### src/rtl/bcs_pkg.sv
package bcs_pkg;
  localparam int COL_W = 8;
  localparam int BANK_W = 2;
  localparam int OP_W = 12;

  typedef struct packed {
    logic [2:0] len_code;
    logic       inter;
    logic       swr;
  } bcs_mode_t;

  function automatic logic code_ok(input logic [2:0] c);
    return (c == 3'b000) || (c == 3'b001) || (c == 3'b010) ||
           (c == 3'b011) || (c == 3'b111);
  endfunction

  function automatic logic [COL_W-1:0] code_mask(input logic [2:0] c);
    logic [COL_W:0] one;
    one = {{COL_W{1'b0}}, 1'b1};
    if (c == 3'b111) return {COL_W{1'b1}};
    return COL_W'((one << c[1:0]) - 1'b1);
  endfunction
endpackage

### src/rtl/bcs_mode_reg.sv
module bcs_mode_reg
  import bcs_pkg::*;
#(
  parameter int LOCK_CYC = 2
) (
  input  logic            clk,
  input  logic            rst,
  input  logic            mrs_en,
  input  logic [OP_W-1:0] mrs_op,
  input  logic            busy,
  output logic [COL_W-1:0] mask,
  output logic            full,
  output logic            inter,
  output logic            swr,
  output logic            locked
);
  localparam int LCK_W = $clog2(LOCK_CYC + 1);

  bcs_mode_t           mode_q;
  logic [LCK_W-1:0]    lock_q;
  logic                accept;

  assign accept = mrs_en && !busy && (lock_q == '0) && code_ok(mrs_op[2:0]);

  always_ff @(posedge clk) begin
    if (rst) begin
      mode_q <= '{len_code: 3'b000, inter: 1'b0, swr: 1'b0};
      lock_q <= '0;
    end else if (accept) begin
      mode_q <= '{len_code: mrs_op[2:0], inter: mrs_op[3], swr: mrs_op[9]};
      lock_q <= LCK_W'(LOCK_CYC);
    end else if (lock_q != '0) begin
      lock_q <= lock_q - 1'b1;
    end
  end

  assign full   = (mode_q.len_code == 3'b111);
  assign mask   = code_mask(mode_q.len_code);
  assign inter  = mode_q.inter && !full;
  assign swr    = mode_q.swr;
  assign locked = (lock_q != '0);
endmodule

### src/rtl/bcs_addr_gen.sv
module bcs_addr_gen #(
  parameter int W = 8
) (
  input  logic [W-1:0] start,
  input  logic [W-1:0] beat,
  input  logic [W-1:0] mask,
  input  logic         inter,
  output logic [W-1:0] col
);
  logic [W-1:0] low;

  always_comb begin
    if (inter) low = start ^ beat;
    else       low = start + beat;
    col = (start & ~mask) | (low & mask);
  end
endmodule

### src/rtl/bcs_beat_ctl.sv
module bcs_beat_ctl
  import bcs_pkg::*;
(
  input  logic              clk,
  input  logic              rst,
  input  logic              col_go,
  input  logic [COL_W-1:0]  col_addr,
  input  logic [BANK_W-1:0] col_bank,
  input  logic              col_wr,
  input  logic              stop_en,
  input  logic [COL_W-1:0]  mode_mask,
  input  logic              mode_full,
  input  logic              mode_inter,
  input  logic              mode_swr,
  output logic              busy,
  output logic [COL_W-1:0]  beat_col,
  output logic [BANK_W-1:0] beat_bank,
  output logic              beat_valid,
  output logic              burst_done
);
  logic              act_q, inter_q, full_q;
  logic [COL_W-1:0]  cnt_q, start_q, mask_q, nxt_col;
  logic [COL_W-1:0]  eff_mask;
  logic              eff_full, one_beat;

  bcs_addr_gen #(.W(COL_W)) u_gen (
    .start(start_q), .beat(cnt_q), .mask(mask_q), .inter(inter_q), .col(nxt_col)
  );

  always_comb begin
    one_beat = col_wr && mode_swr;
    eff_mask = one_beat ? '0 : mode_mask;
    eff_full = one_beat ? 1'b0 : mode_full;
  end

  always_ff @(posedge clk) begin
    if (rst) begin
      act_q      <= 1'b0;
      cnt_q      <= '0;
      start_q    <= '0;
      mask_q     <= '0;
      inter_q    <= 1'b0;
      full_q     <= 1'b0;
      beat_col   <= '0;
      beat_bank  <= '0;
      beat_valid <= 1'b0;
      burst_done <= 1'b0;
    end else if (col_go) begin
      start_q    <= col_addr;
      mask_q     <= eff_mask;
      inter_q    <= mode_inter;
      full_q     <= eff_full;
      cnt_q      <= COL_W'(1);
      beat_col   <= col_addr;
      beat_bank  <= col_bank;
      beat_valid <= 1'b1;
      burst_done <= (eff_mask == '0) && !eff_full;
      act_q      <= !((eff_mask == '0) && !eff_full);
    end else if (stop_en || !act_q) begin
      act_q      <= 1'b0;
      beat_valid <= 1'b0;
      burst_done <= 1'b0;
    end else begin
      cnt_q      <= cnt_q + 1'b1;
      beat_col   <= nxt_col;
      beat_valid <= 1'b1;
      burst_done <= (cnt_q == mask_q) && !full_q;
      act_q      <= !((cnt_q == mask_q) && !full_q);
    end
  end

  assign busy = act_q;
endmodule

### src/rtl/burst_colseq.sv
module burst_colseq
  import bcs_pkg::*;
#(
  parameter int LOCK_CYC = 2
) (
  input  logic              clk,
  input  logic              rst,
  input  logic              mrs_en,
  input  logic [OP_W-1:0]   mrs_op,
  input  logic              col_en,
  input  logic [COL_W-1:0]  col_addr,
  input  logic [BANK_W-1:0] col_bank,
  input  logic              col_wr,
  input  logic              stop_en,
  output logic [COL_W-1:0]  beat_col,
  output logic [BANK_W-1:0] beat_bank,
  output logic              beat_valid,
  output logic              burst_done
);
  logic [COL_W-1:0] mode_mask;
  logic mode_full, mode_inter, mode_swr, locked, busy, col_go;

  assign col_go = col_en && !locked;

  bcs_mode_reg #(.LOCK_CYC(LOCK_CYC)) u_mode (
    .clk(clk), .rst(rst), .mrs_en(mrs_en), .mrs_op(mrs_op), .busy(busy),
    .mask(mode_mask), .full(mode_full), .inter(mode_inter), .swr(mode_swr),
    .locked(locked)
  );

  bcs_beat_ctl u_beat (
    .clk(clk), .rst(rst), .col_go(col_go), .col_addr(col_addr),
    .col_bank(col_bank), .col_wr(col_wr), .stop_en(stop_en),
    .mode_mask(mode_mask), .mode_full(mode_full), .mode_inter(mode_inter),
    .mode_swr(mode_swr), .busy(busy), .beat_col(beat_col),
    .beat_bank(beat_bank), .beat_valid(beat_valid), .burst_done(burst_done)
  );
endmodule

### config.mk
export PLATFORM = sky130hd
export DESIGN_NAME = burst_colseq
export DESIGN_NICKNAME = d
export VERILOG_FILES = /design/src/rtl/bcs_pkg.sv /design/src/rtl/bcs_mode_reg.sv /design/src/rtl/bcs_addr_gen.sv /design/src/rtl/bcs_beat_ctl.sv /design/src/rtl/burst_colseq.sv
export SDC_FILE = /design/constraint.sdc
export NUM_CORES = 1
export LEC_CHECK = 0
export ABC_AREA = 1
export CAP_MARGIN = 20
export CORE_UTILIZATION = 53
export CTS_BUF_LIST = sky130_fd_sc_hd__clkbuf_16
export DETAILED_ROUTE_END_ITERATION = 16
export PLACE_DENSITY = 0.8
export SYNTH_ARGS = -nofsm -noshare
export SYNTH_HDL_FRONTEND = slang
export SYNTH_SLANG_ARGS = --single-unit
### constraint.sdc
create_clock -name clk -period 1.9 [get_ports clk]
set_input_delay 0.57 -clock clk [delete_from_list [all_inputs] [get_ports clk]]
set_output_delay 0.57 -clock clk [all_outputs]
set_load 0.01 [all_outputs]
==> qor.yml, run 1 <==
min_from: "u_mode.swr$_SDFFE_PP0P_"
max_stage_delay_ps: 350
synth-seq-cells: 45
grt_max_degree: 19
cts.clk_slew.worst_paths_ps: 60
critPathArrivalTime_ps: 1970
ant_nets: 0
initial_core_util_pct: 56.76
dieArea_um2: 4709
vdd_drop_max_v: 0.0005549
pin_count: 40
cts.sinks: 45
drc: 0
clkLatencyLatePin_ps: 290
std_cell_rows: 23
antenna_found_initial: 0
crit_chain: "ha_4, inv_1, fa_2, nand3b_1, nand2_2, buf_4, buf_4, a21o_1, nand4_1, a21oi_1"
grt.total_usage_pct: 27.42
ys_warn_count: 0
synth_edf_count: 0
netlist.area_leader.share_pct: 38.30
busiest_layer: "met2"
finalCriticalPeriod_ps: 1750
wl_per_cell_um: 13.36
hold_viol: 0
worstMarginPinSlew_ps: 503.9
drt-pass1-iter-count: 4
crit_path_frequent_cell: "buf_4"
end_kind: "flip-flop"
path_class: "flip-flop to flip-flop"
antenna_cells: 0
crit_start: "u_beat.start_q[0]$_SDFFE_PP0P_"
outcome: "complete, no violations"
cts_hold_buf: 0
multiInputGateArea_um2: 1216
synth.yosys.seq_area_share_pct: 38.30
grt_util_met1_pct: 34.84
maxCapViolCount: 0
synthesis.area_um2: 2352
h-tree-depth: 2
cp_top_family: "adder cells"
rsz0062_at_grt: "no"
layout-drive-gt1-share_pct: 12.91
ys_types: 40
vias_per_cell: 5.329
min_path_type: "flip-flop to flip-flop"
layout_common_cells: "64 x nand2_1, 44 x inv_1, 43 x dfxtp_1"
critPathMaxFanout: 2
areaGrowthSynthToFinish_pct: 26.01
gp_congestion: 0.9175
cp_slowest_cell: "dfxtp_2"
synthTopCellsByArea: "dfxtp_1 38%, nand2_1 10%, inv_1 7.0%, a21oi_1 6.0%, ha_1 4.8%"
drv_slew: 0
grt_pass1_wl_mm: 9.363
slew_headroom_pct: 66.37
startpoint_type: "flip-flop"
fin_setup_tns_ps: 0
dp_hpwl_mm: 4.074
synth_largest_area_cell: "dfxtp_1"
period_share_pct: 92.09
coreArea_um2: 4144
fin_nets: 401
nFillCells: 336
portBuffers: 32
cp.required_ps: 2120
p_leak_nw: 1.254
ff_latch_area_um2: 903.4
cts_root_buffer: "clkbuf_16"
die_x_um: 68.62
use_met2_pct: 44.49
worst_clock_skew_ps: 4.754
totalWireLength_mm: 5.532
tritoncts: "built"
drt-initial-drc-count: 165
syn_avg_cell_area_um2: 7.515
numCtsBuffers: 5
synth_flop_cell: "dfxtp_1"
syn_nets: 351
setup_viol: 0
grt_remaining_overflow: 0
first_global_vias: 2075
gr-usage-met3_pct: 5.428
crit_buf_inv: 3
synth_cells: 313
final_common_cell: "nand2_1"
clockBufferDepth: 2
fmaxAchievable_mhz: 571.5
r2r_start: "u_beat.start_q[0]$_SDFFE_PP0P_"
cellPowerDensity_nw_per_um2: 795.0
vias: 2206
total_power_mw: 2.356
synth-async-reset-ratio_pct: 0
fp.dieH_um: 68.62
## worst reg2reg max path: stages (launching register included)
cell and delay (ps):
dfxtp_2 350, ha_4 140, inv_1 50, fa_2 340, nand3b_1 180, nand2_2 80, buf_4 110, buf_4 100
a21o_1 110, nand4_1 70, a21oi_1 150
## where the power goes
| group | switching [mW] | leakage [nW] | internal [mW] |
|---|---|---|---|
| registers | 0.0420 | 0.369 | 1.01 |
| clock network | 0.350 | 0.0687 | 0.476 |
| logic | 0.260 | 0.816 | 0.216 |
## cell usage after synthesis (3+ instances only)
cell type	count
o21ai_0	21
ha_1	9
o22ai_1	4
xnor2_1	3
xor2_1	3
a21oi_1	28
nor2_1	23
inv_1	44
nand2_1	65
nor3_1	3
nor2_4	3
nand3_1	18
buf_2	4
dfxtp_1	45
nand4_1	6
## routing by layer
| layer | share of wire, % | vias up |
|---|---|---|
| met5 | 0 | - |
| met4 | 2.6 | 0 |
| met3 | 4.9 | 13 |
| met2 | 46 | 55 |
| met1 | 46 | 999 |
| li1 | - | 1139 |
## logic make-up after synthesis
logic type                 count (synthesis)  share of synthesized area, %
adders and majority gates                 10                         5.638
and+or+nand+nor                          129                         25.69
AOI/OAI and AO/OA                         68                         17.23
xor gates and xnor gates                   6                         2.234
buffers and inverters                     55                         10.90
DFF                                       45                         38.30
## worst paths after layout
path | slack (ps) | endpoint | cells past startpoint
max | 150 | u_beat.beat_col[4]$_SDFFE_PP0P_ | 10
min reg2reg | 450 | u_mode.swr$_SDFFE_PP0P_ | 2
min | 450 | u_mode.swr$_SDFFE_PP0P_ | 2
max reg2reg | 150 | u_beat.beat_col[4]$_SDFFE_PP0P_ | 10
## metrics by stage
| step | utilization, % | worst slack, ps | area, µm² | hold slack [ps] | instances |
|---|---|---|---|---|---|
| after floorplan | - | 235.8 | 2352 | 423.3 | 313 |
| after detailed placement | 67.27 | -27.18 | 2788 | 440.6 | 404 |
| final | 71.53 | 150.3 | 2964 | 448.9 | 414 |
| after global routing | 71.53 | 18.00 | 2964 | 473.1 | 414 |
| after CTS | 70.59 | 59.81 | 2925 | 451.4 | 412 |
| after global placement | 67.27 | -15.85 | 2788 | 434.2 | 404 |
## cell type report
class	count	area share, %
clock inverter	3	0.4221
tap	50	2.111
clock buffer	5	4.221
multi-input combinational	213	41.03
timing repair buffer	51	15.62
inverter	47	6.121
sequential	45	30.48
## flip-flops by register name, summed over array words and instances (netlist names), 2 cells and up
signal and flops:
u_mode.lock_q 2, u_mode.mode_q 4, u_beat.mask_q 7, u_beat.start_q 8
u_beat.cnt_q 8, u_beat.beat_col 8, u_beat.beat_bank 2
## timing repair
| item | 4_1_cts | 5_1_grt |
|---|---|---|
| buffers inserted | 0 | 2 |
| setup endpoints to repair | 0 | 1 |
| resized for setup | 0 | 7 |
(Power assumes the default switching activity.)
==> run 2, diff against run 1 <==
--- a/config.mk
+++ b/config.mk
@@ -5,12 +5,12 @@
 export SDC_FILE = /design/constraint.sdc
 export NUM_CORES = 1
 export LEC_CHECK = 0
-export ABC_AREA = 1
 export CAP_MARGIN = 20
-export CORE_UTILIZATION = 53
+export CORE_UTILIZATION = 47
 export CTS_BUF_LIST = sky130_fd_sc_hd__clkbuf_16
 export DETAILED_ROUTE_END_ITERATION = 16
-export PLACE_DENSITY = 0.8
+export PLACE_DENSITY = 0.75
 export SYNTH_ARGS = -nofsm -noshare
 export SYNTH_HDL_FRONTEND = slang
 export SYNTH_SLANG_ARGS = --single-unit
+export TNS_END_PERCENT = 10
==> constraint.sdc (replaced) <==
create_clock -name clk -period 1.42 [get_ports clk]
set_input_delay 0.426 -clock clk [delete_from_list [all_inputs] [get_ports clk]]
set_output_delay 0.426 -clock clk [all_outputs]
set_load 0.01 [all_outputs]
==> run 2 against run 1 <==
The flow now finishes with violations (setup timing); combinational power is 30% higher; clock power increased by 36%; sequential share of layout area fell by 2.2 points; synthesized cell count decreased by 12%; worst setup slack got worse by 590 ps; routed wire length grew 6.8%; via count up 0.36%; area after synthesis decreased by 3.5%; largest cell class unchanged.
==> qor.yml, run 2 <==
fin_nets: 386  # -3.7%
place_ws_ps: -486.5  # -459.3 ps
netlist.area_leader.share_pct: 39.67  # +1.4 points
syn_avg_cell_area_um2: 8.258  # +9.9%
final_common_cell: "nand2_1"
cts_root_buffer: "clkbuf_16"
p_leak_nw: 1.360  # +8.5%
finalCriticalPeriod_ps: 1862  # +112.4 ps
multiInputGateArea_um2: 1383  # +14%
fin_setup_tns_ps: -2505  # -2505 ps
clkLatencyLatePin_ps: 280  # about the same
synth_cells: 275  # -12%
fmaxAchievable_mhz: 537.0  # -6.0%
tritoncts: "built"
grt_remaining_overflow: 0  # unchanged
hold_viol: 0  # unchanged
syn_nets: 313  # -11%
coreArea_um2: 4504  # +8.7%
top_regs: "u_beat.beat_col (8), u_beat.cnt_q (8), u_beat.start_q (8)"
synth_flop_cell: "dfxtp_1"
internal_power_mw: 2.294  # +35%
path_class: "flip-flop to flip-flop"
ys_types: 42  # +5.0%
vias_per_cell: 5.521  # +3.6%
total_power_mw: 3.118  # +32%
min_path_type: "flip-flop to flip-flop"
drv_slew: 0  # unchanged
antenna_cells: 0  # unchanged
grt.total_usage_pct: 24.25  # -3.2 points
numCtsBuffers: 5  # unchanged
layoutNonFillerInstCount: 401  # -3.1%
power_frac_comb_pct: 19.8  # -0.4 points
power_frac_seq_pct: 44.4  # -0.3 points
cellPowerDensity_nw_per_um2: 968.9  # +22%
gp_congestion: 0.8599  # -6.3%
worst_clock_skew_ps: 3.164  # -1.590 ps
setup_viol: 12  # +12
pwr-share-clk_pct: 35.8  # +0.8 points
r2r_start: "u_beat.start_q[0]$_SDFFE_PP0P_"
outcome: "finished, violations left"
std_cell_rows: 24  # +4.3%
min_from: "u_beat.beat_bank[0]$_SDFFE_PP0P_"
dieArea_um2: 5114  # +8.6%
startpoint_type: "flip-flop"
drt-initial-drc-count: 111  # -33%
p_switching_mw: 0.8247  # +26%
ant_nets: 0  # unchanged
synth_edf_count: 0  # unchanged
dpl.cell_count: 391  # -3.2%
pin_count: 40  # unchanged
critPathMaxFanout: 2  # unchanged
worst_slack_ps: -442.1  # -592.4 ps
antenna_found_initial: 0  # unchanged
end_kind: "flip-flop"
use_met2_pct: 42.12  # -2.4 points
cts.sinks: 45  # unchanged
cts.clk_slew.worst_paths_ps: 60  # about the same
portBuffers: 32  # unchanged
synthesis.area_um2: 2271  # -3.5%
totalWireLength_mm: 5.907  # +6.8%
first_global_vias: 2161  # +4.1%
h-tree-depth: 2  # unchanged
die_x_um: 71.51  # +4.2%
synthTopCellsByArea: "dfxtp_1 40%, nand2_1 8.1%, a21oi_1 7.5%, ha_1 5.0%, xor2_1 4.6%"
slew_headroom_pct: 77.14  # +11 points
cts_hold_buf: 0  # unchanged
gr-usage-met3_pct: 6.188  # +0.76 points
layout-drive-gt1-share_pct: 24.64  # +12 points
drt-pass1-iter-count: 4  # unchanged
synth-seq-cells: 45  # unchanged
fin_area_um2: 3218  # +8.6%
grt_max_degree: 28  # +9
synth-async-reset-ratio_pct: 0  # unchanged
violations: "setup timing"
synth.yosys.seq_area_share_pct: 39.67  # +1.4 points
dpl_cell_area_um2: 2980  # +6.9%
initial_core_util_pct: 50.42  # -6.3 points
clockBufferDepth: 2  # unchanged
rsz0062_at_grt: "yes"
fin_util_pct: 71.44  # -0.083 points
critPathArrivalTime_ps: 2070  # +100 ps
nFillCells: 334  # -0.60%
cp.required_ps: 1630  # -490 ps
synth_largest_area_cell: "dfxtp_1"
vias: 2214  # +0.36%
synth_common_cells: "49 x nand2_1, 45 x dfxtp_1, 34 x a21oi_1"
ff_latch_area_um2: 908.4  # +0.55%
grt_util_met1_pct: 28.91  # -5.9 points
wl_per_cell_um: 14.73  # +10%
fp.dieH_um: 71.51  # +4.2%
grt_pass1_wl_mm: 9.632  # +2.9%
maxCapViolCount: 0  # unchanged
crit_start: "u_beat.start_q[0]$_SDFFE_PP0P_"
holdWs_ps: 459.2  # +10.27 ps
vdd_drop_max_v: 0.0006468  # +17%
busiest_layer: "met2"
yosys.cell_count.top_type: "nand2_1"
dp_hpwl_mm: 4.178  # +2.5%
worstMarginPinSlew_ps: 341.7  # -162.2 ps
areaGrowthSynthToFinish_pct: 41.71
layout_common_cells: "46 x nand2_1, 45 x buf_4, 41 x dfxtp_1"
ys_warn_count: 0  # unchanged
period_share_pct: 131.1  # +39 points
switching_share_pct: 26.45  # -1.2 points
drc: 0  # unchanged
[run 2: layer usage]
layer | part of all wire [%] | wire length, µm
met5 | 0 | 0
met4 | 2.2 | 129
met3 | 3.6 | 214
met2 | 49 | 2919
met1 | 45 | 2644
[run 2: cells by family (layout without fill, tap and decap cells)]
kind of cell    count (synthesis)  count (layout)  share of synthesized area, %
simple gates                  108             108                         23.25
fa+ha+maj                      10              10                         5.840
flops                          45              45                         39.67
buf+inv                        22              96                         4.242
mux                             3               3                         1.322
compound gates                 73              73                         20.28
xor+xnor                       14              14                         5.400
[run 2: layout make-up]
type | count | area share, %
Clock inverter | 3 | 0.4277
Clock buffer | 5 | 3.888
Tap cell | 52 | 2.022
Multi-Input combinational cell | 208 | 42.96
Inverter | 8 | 0.9331
Timing Repair Buffer | 80 | 21.54
Sequential cell | 45 | 28.23
[run 2: path summary, 6_finish.rpt]
check        depth (start not counted)                                to  slack (ps)
max                                 10   u_beat.beat_col[4]$_SDFFE_PP0P_        -440
min reg2reg                          2  u_beat.beat_bank[0]$_SDFFE_PP0P_         460
min                                  2  u_beat.beat_bank[0]$_SDFFE_PP0P_         460
max reg2reg                         10   u_beat.beat_col[4]$_SDFFE_PP0P_        -440
[run 2: worst max-delay path, cell delays in order, from the launching register on]
cell and delay (ps):
dfxtp_2 350, ha_4 140, inv_2 30, fa_2 350, nor2b_2 150, o21ai_2 70
a21oi_2 140, buf_4 130, xnor2_1 60, a21o_1 170, a211oi_2 190
[run 2: what timing repair did]
action / in CTS / in global routing
setup endpoints to repair: 42 / 21
pin swaps: 12 / 4
setup buffers: 2 / 0
resized for setup: 24 / 16
hold endpoints to repair: 0 / 0
[run 2: power groups by stage]
stage	Combinational, mW	Sequential, mW	Clock, mW
after floorplan	0.272	1.42	0
after global placement	0.564	1.41	0
after detailed placement	0.578	1.41	0
after CTS	0.587	1.38	1.13
after global routing	0.669	1.39	1.19
final	0.617	1.38	1.12
==> run 3, diff against run 2 <==
--- a/config.mk
+++ b/config.mk
@@ -5,6 +5,7 @@
 export SDC_FILE = /design/constraint.sdc
 export NUM_CORES = 1
 export LEC_CHECK = 0
+export ABC_AREA = 0
 export CAP_MARGIN = 20
 export CORE_UTILIZATION = 47
 export CTS_BUF_LIST = sky130_fd_sc_hd__clkbuf_16
==> results of run 3 <==
The final DEF is identical to that of run 2; final timing and power are the same.
